===== config.mk =====
export PLATFORM = sky130hd
export DESIGN_NAME = keyed_wdt
export DESIGN_NICKNAME = d
export VERILOG_FILES = /design/src/rtl/kwdt_pkg.sv /design/src/rtl/kwdt_keyseq.sv /design/src/rtl/kwdt_counter.sv /design/src/rtl/keyed_wdt.sv
export SDC_FILE = /design/constraint.sdc
export NUM_CORES = 1
export LEC_CHECK = 0
export CORE_MARGIN = 5
export CORE_UTILIZATION = 50
export CTS_CLUSTER_SIZE = 40
export DETAILED_ROUTE_END_ITERATION = 8
export GPL_ROUTABILITY_DRIVEN = 0
export PLACE_DENSITY_LB_ADDON = 0.3
export SYNTH_ARGS = -nofsm -noshare
export SYNTH_HDL_FRONTEND = slang
export SYNTH_HIERARCHICAL = 1
export SYNTH_SLANG_ARGS = --single-unit

===== constraint.sdc =====
create_clock -name clk -period 2.1 [get_ports clk]
set_input_delay 0.315 -clock clk [delete_from_list [all_inputs] [get_ports clk]]
set_output_delay 0.315 -clock clk [all_outputs]
set_load 0.01 [all_outputs]

===== src/rtl/kwdt_pkg.sv =====
package kwdt_pkg;

  localparam logic [7:0] KEY_FIRST  = 8'h55;
  localparam logic [7:0] KEY_SECOND = 8'hAA;

  typedef enum logic {
    KS_IDLE  = 1'b0,
    KS_ARMED = 1'b1
  } key_state_e;

  // Exponent of the period chosen by a select value.
  function automatic int unsigned period_exp(input int unsigned base_exp,
                                             input int unsigned step_exp,
                                             input int unsigned sel);
    return base_exp + step_exp * sel;
  endfunction

  // True when a written byte is one of the two service keys.
  function automatic logic is_key(input logic [7:0] b);
    return (b == KEY_FIRST) || (b == KEY_SECOND);
  endfunction

endpackage


===== src/rtl/kwdt_keyseq.sv =====
module kwdt_keyseq
  import kwdt_pkg::*;
(
  input  logic       clk,
  input  logic       rst_n,
  input  logic       enable,
  input  logic       we,
  input  logic [7:0] wdata,
  output logic       key_ok,
  output logic       key_bad,
  output logic       armed
);

  key_state_e state_q, state_d;

  assign armed   = (state_q == KS_ARMED);
  assign key_ok  = enable && we && (wdata == KEY_SECOND) && armed;
  assign key_bad = enable && we && !is_key(wdata);

  always_comb begin
    state_d = state_q;
    if (!enable) begin
      state_d = KS_IDLE;
    end else if (we) begin
      if (wdata == KEY_FIRST) state_d = KS_ARMED;
      else                    state_d = KS_IDLE;
    end
  end

  always_ff @(posedge clk) begin
    if (!rst_n) state_q <= KS_IDLE;
    else        state_q <= state_d;
  end

endmodule


===== src/rtl/kwdt_counter.sv =====
module kwdt_counter
  import kwdt_pkg::*;
#(
  parameter int unsigned BASE_EXP = 14,
  parameter int unsigned STEP_EXP = 2,
  parameter int unsigned SEL_W    = 2,
  parameter int unsigned CNT_W    = BASE_EXP + STEP_EXP * ((1 << SEL_W) - 1)
) (
  input  logic             clk,
  input  logic             rst_n,
  input  logic             enable,
  input  logic [SEL_W-1:0] sel,
  input  logic             restart,
  output logic             expire,
  output logic [CNT_W-1:0] cnt_q
);

  localparam int unsigned NSEL = 1 << SEL_W;

  logic [CNT_W-1:0] term_tbl [NSEL];

  // One terminal value per select setting: 2^exp - 1.
  for (genvar g = 0; g < NSEL; g++) begin : g_term
    localparam int unsigned EXP = period_exp(BASE_EXP, STEP_EXP, g);
    assign term_tbl[g] = CNT_W'((64'd1 << EXP) - 64'd1);
  end

  // Greater-or-equal so that shortening the period never skips expiry.
  assign expire = enable && (cnt_q >= term_tbl[sel]);

  always_ff @(posedge clk) begin
    if (!rst_n)                 cnt_q <= '0;
    else if (!enable)           cnt_q <= '0;
    else if (restart || expire) cnt_q <= '0;
    else                        cnt_q <= cnt_q + 1'b1;
  end

endmodule


===== src/rtl/keyed_wdt.sv =====
module keyed_wdt
  import kwdt_pkg::*;
#(
  parameter int unsigned BASE_EXP = 14,
  parameter int unsigned STEP_EXP = 2
) (
  input  logic       clk,
  input  logic       rst_n,
  input  logic       wd_en,
  input  logic [1:0] period_sel,
  input  logic       arm_we,
  input  logic [7:0] arm_wdata,
  output logic       rst_req
);

  localparam int unsigned SEL_W = 2;
  localparam int unsigned CNT_W = BASE_EXP + STEP_EXP * ((1 << SEL_W) - 1);

  logic             key_ok;
  logic             key_bad;
  logic             armed;
  logic             expire;
  logic [CNT_W-1:0] cnt_q;
  logic             req_q;

  kwdt_keyseq u_keys (
    .clk    (clk),
    .rst_n  (rst_n),
    .enable (wd_en),
    .we     (arm_we),
    .wdata  (arm_wdata),
    .key_ok (key_ok),
    .key_bad(key_bad),
    .armed  (armed)
  );

  kwdt_counter #(
    .BASE_EXP(BASE_EXP),
    .STEP_EXP(STEP_EXP),
    .SEL_W   (SEL_W),
    .CNT_W   (CNT_W)
  ) u_cnt (
    .clk    (clk),
    .rst_n  (rst_n),
    .enable (wd_en),
    .sel    (period_sel),
    .restart(key_ok),
    .expire (expire),
    .cnt_q  (cnt_q)
  );

  always_ff @(posedge clk) begin
    if (!rst_n)                             req_q <= 1'b0;
    else if (key_bad || (expire && !key_ok)) req_q <= 1'b1;
  end

  assign rst_req = req_q;

endmodule


==> impl_metrics.env <==
export IMPL_drive_gt1_frac=0.134
export IMPL_synth_area_um2=1230
export IMPL_syn_to_final_growth_pct=18.9
export IMPL_p_per_area_nw_per_um2=495
export IMPL_final_util=0.606
export IMPL_min_period_ns=2.05
export IMPL_wl_um=2540
export IMPL_slowest_delay_ns=0.50
export IMPL_drt_initial_drc_count=48
export IMPL_wl_met1_um=1200
export IMPL_pre_cts_slack_ns=-0.218
export IMPL_num_rows=18
export IMPL_hold_slack_ns=0.458
export IMPL_cp_cell_sequence="clkdlybuf4s50_1 > nand2_2 > ha_4 > nand4_1 > or2_2 > o211ai_1 > buf_4 > buf_4 > a21oi_1"
export IMPL_maxCapViolCount=0
export IMPL_route_top_layer_used="met4"
export IMPL_tns_ns=0
export IMPL_cts_tree="yes"
export IMPL_drtAntennaViolNets=0
export IMPL_hp_class="flip-flop to flip-flop"
export IMPL_num_fill_cells=206
export IMPL_worst_slew_pin_slew_ns=0.307
export IMPL_path_depth=9
export IMPL_finalPower_mw=0.723
export IMPL_viasPerCell=5.72
export IMPL_slew_headroom=0.795
export IMPL_met3_length_um=115
export IMPL_final_max_slew_viol_count=0
export IMPL_drc_errors=0
export IMPL_crit_fanout=8
export IMPL_final_common_cell="dfxtp_1"
export IMPL_nNetsFinal=179
export IMPL_cts_buffers=3
export IMPL_num_vias=1070
export IMPL_clockBufferDepth=2
export IMPL_worst_setup_path_start_kind="primary input"
export IMPL_cp_required_ns=2.30
export IMPL_synth_edf_count=0
export IMPL_fin_skew_ns=0.0140
export IMPL_synth_cells=139
export IMPL_cp_num_buf_inv=3
export IMPL_synth_avg_cell_area_um2=8.84
export IMPL_crit_family="buffers and inverters"
export IMPL_cts_sinks=22
export IMPL_ios=15
export IMPL_timing_final_crit_share=0.974
export IMPL_grt_overflow=0
export IMPL_wl_met2_um=1200
export IMPL_cts_root_buf="clkbuf_4"
export IMPL_port_buffers=14
export IMPL_track_usage=0.155
export IMPL_synth_seq_area_share=0.358
export IMPL_wl_per_cell_um=13.6
export IMPL_grt_max_degree=13
export IMPL_cp_slowest_cell="clkdlybuf4s50_1"
export IMPL_crit_arrival_ns=2.24
export IMPL_worstSetupPathType="primary input to flip-flop"
export IMPL_grt_pass1_vias=1026
export IMPL_synth_warnings=6
export IMPL_first_pass_iters=4
export IMPL_die_y_um=59.6
export IMPL_layout_setup_ws_ns=0.0544
export IMPL_r2r_start="u_cnt/cnt_q[17]$_SDFF_PP0_"
export IMPL_htreeDepth=1
export IMPL_ys_ff_latch=22
export IMPL_layout_common_cells="22 x dfxtp_1, 17 x nor2_1, 13 x clkdlybuf4s50_1, 13 x nand2_1, 9 x a21oi_1"
export IMPL_hold_viol_final=0
export IMPL_insertion_delay_ns=0.31
export IMPL_crit_end="u_cnt/cnt_q[17]$_SDFF_PP0_"
export IMPL_num_antenna_cells=0
export IMPL_synth_nets=160
export IMPL_core_um2=2410
export IMPL_r2r_end="u_cnt/cnt_q[17]$_SDFF_PP0_"
export IMPL_die_area_um2=3550
export IMPL_clkTransAtPathRegs_ns=0.11
export IMPL_r2r_cells=7
export IMPL_dieWidth_um=59.6
export IMPL_reg2reg_slack_ns=0.26
export IMPL_start_util=0.510
export IMPL_fmax_ghz=0.489
export IMPL_antenna_found_initial=0
export IMPL_leakagePower_nw=0.522
export IMPL_dpl_hpwl_um=1860
export IMPL_setup_violations_final=0
export IMPL_critPathLaunch="period_sel[0]"
export IMPL_endpoint_kind="flip-flop"
export IMPL_grt_pass1_wl_um=4260
export IMPL_synth_top_flop_cell="dfxtp_1"
export IMPL_synthArstFlopShare=0
export IMPL_outcome="complete, no violations"
export IMPL_ir_drop_mv=0.519
export IMPL_cpMostUsedCell="buf_4"
export IMPL_synth_cell_type_count=35
[logic make-up after synthesis]
group                    after synthesis  share of synthesized area
flip-flops                            22                      0.358
adder cells (fa/ha/maj)                7                     0.0713
XOR/XNOR                              11                     0.0784
buffers and inverters                  6                     0.0377
AND/OR/NAND/NOR                       72                      0.351
AO/OA/AOI/OAI                         21                      0.103
[repair_timing]
action	in CTS	in global routing
setup buffers	0	1
gates resized for setup	0	5
endpoints found under the setup margin	0	7
hold buffers	0	0
[final cells by class]
cell class / count / area (um2) / area share
Multi-Input combinational cell: 111 / 769 / 0.527
Sequential cell: 22 / 440 / 0.301
Timing Repair Buffer: 18 / 170 / 0.116
Tap cell: 30 / 37.5 / 0.0257
Clock buffer: 4 / 36.3 / 0.0248
Inverter: 2 / 7.51 / 0.00514
[metrics by stage]
| step | std cells | instance area, um2 |
|---|---|---|
| 2_1_floorplan | 139 | 1230 |
| 3_3_place_gp | 181 | 1380 |
| 3_5_place_dp | 181 | 1380 |
| 4_1_cts | 185 | 1420 |
| 5_1_grt | 187 | 1460 |
| 6_report | 187 | 1460 |
[flip-flops by register name, indices dropped and copies added (netlist names)]
name and cells:
rst_req 1, u_cnt/cnt_q 20, u_keys/armed 1
[worst register-to-register path: stages (launching register included)]
cell	delay, ns
dfxtp_1	0.37
ha_1	0.32
nand4_1	0.12
or2_2	0.32
o211ai_1	0.26
buf_4	0.16
buf_4	0.15
a21oi_1	0.05
[routing by layer]
layer  track usage  up-vias
met4        0.0348        0
met2         0.275       25
li1              -      543
met3        0.0414        6
met1         0.185      496
met5             0        -
[cell usage after synthesis, drive strengths merged (2+ instances only)]
cell | number | area, um2
xor2 | 6 | 52.6
dfxtp | 22 | 440
o21ai | 6 | 30.0
nand2 | 14 | 52.6
or4 | 2 | 18.8
and4 | 4 | 36.3
and2 | 2 | 12.5
and4bb | 4 | 50.1
nor3 | 2 | 10.0
ha | 7 | 87.6
o31ai | 2 | 15.0
nand4 | 9 | 71.3
inv | 2 | 7.51
xnor2 | 5 | 43.8
and3 | 3 | 20.0
a21oi | 10 | 53.8
nand3 | 7 | 35.0
or3 | 4 | 28.8
buf | 4 | 38.8
nor2 | 17 | 63.8
[report_power, final]
part	total [mW]	switching [mW]	internal, mW
combinational	0.0663	0.0268	0.0395
sequential	0.422	0.00184	0.421
clock	0.234	0.128	0.106
total	0.723	0.157	0.566
[worst min-delay path by stage]
stage / slack, ns / from / to / cells past startpoint
final: 0.46 / u_cnt/cnt_q[0]$_SDFF_PP0_ / u_cnt/cnt_q[0]$_SDFF_PP0_ / 1
after global routing: 0.49 / u_cnt/cnt_q[0]$_SDFF_PP0_ / u_cnt/cnt_q[0]$_SDFF_PP0_ / 1
after CTS: 0.46 / u_cnt/cnt_q[0]$_SDFF_PP0_ / u_cnt/cnt_q[0]$_SDFF_PP0_ / 1
after detailed placement: 0.44 / u_cnt/cnt_q[0]$_SDFF_PP0_ / u_cnt/cnt_q[0]$_SDFF_PP0_ / 1
after global placement: 0.43 / u_cnt/cnt_q[0]$_SDFF_PP0_ / u_cnt/cnt_q[0]$_SDFF_PP0_ / 1
after floorplan: 0.41 / u_cnt/cnt_q[0]$_SDFF_PP0_ / u_cnt/cnt_q[0]$_SDFF_PP0_ / 1
(Power assumes the default switching activity.)
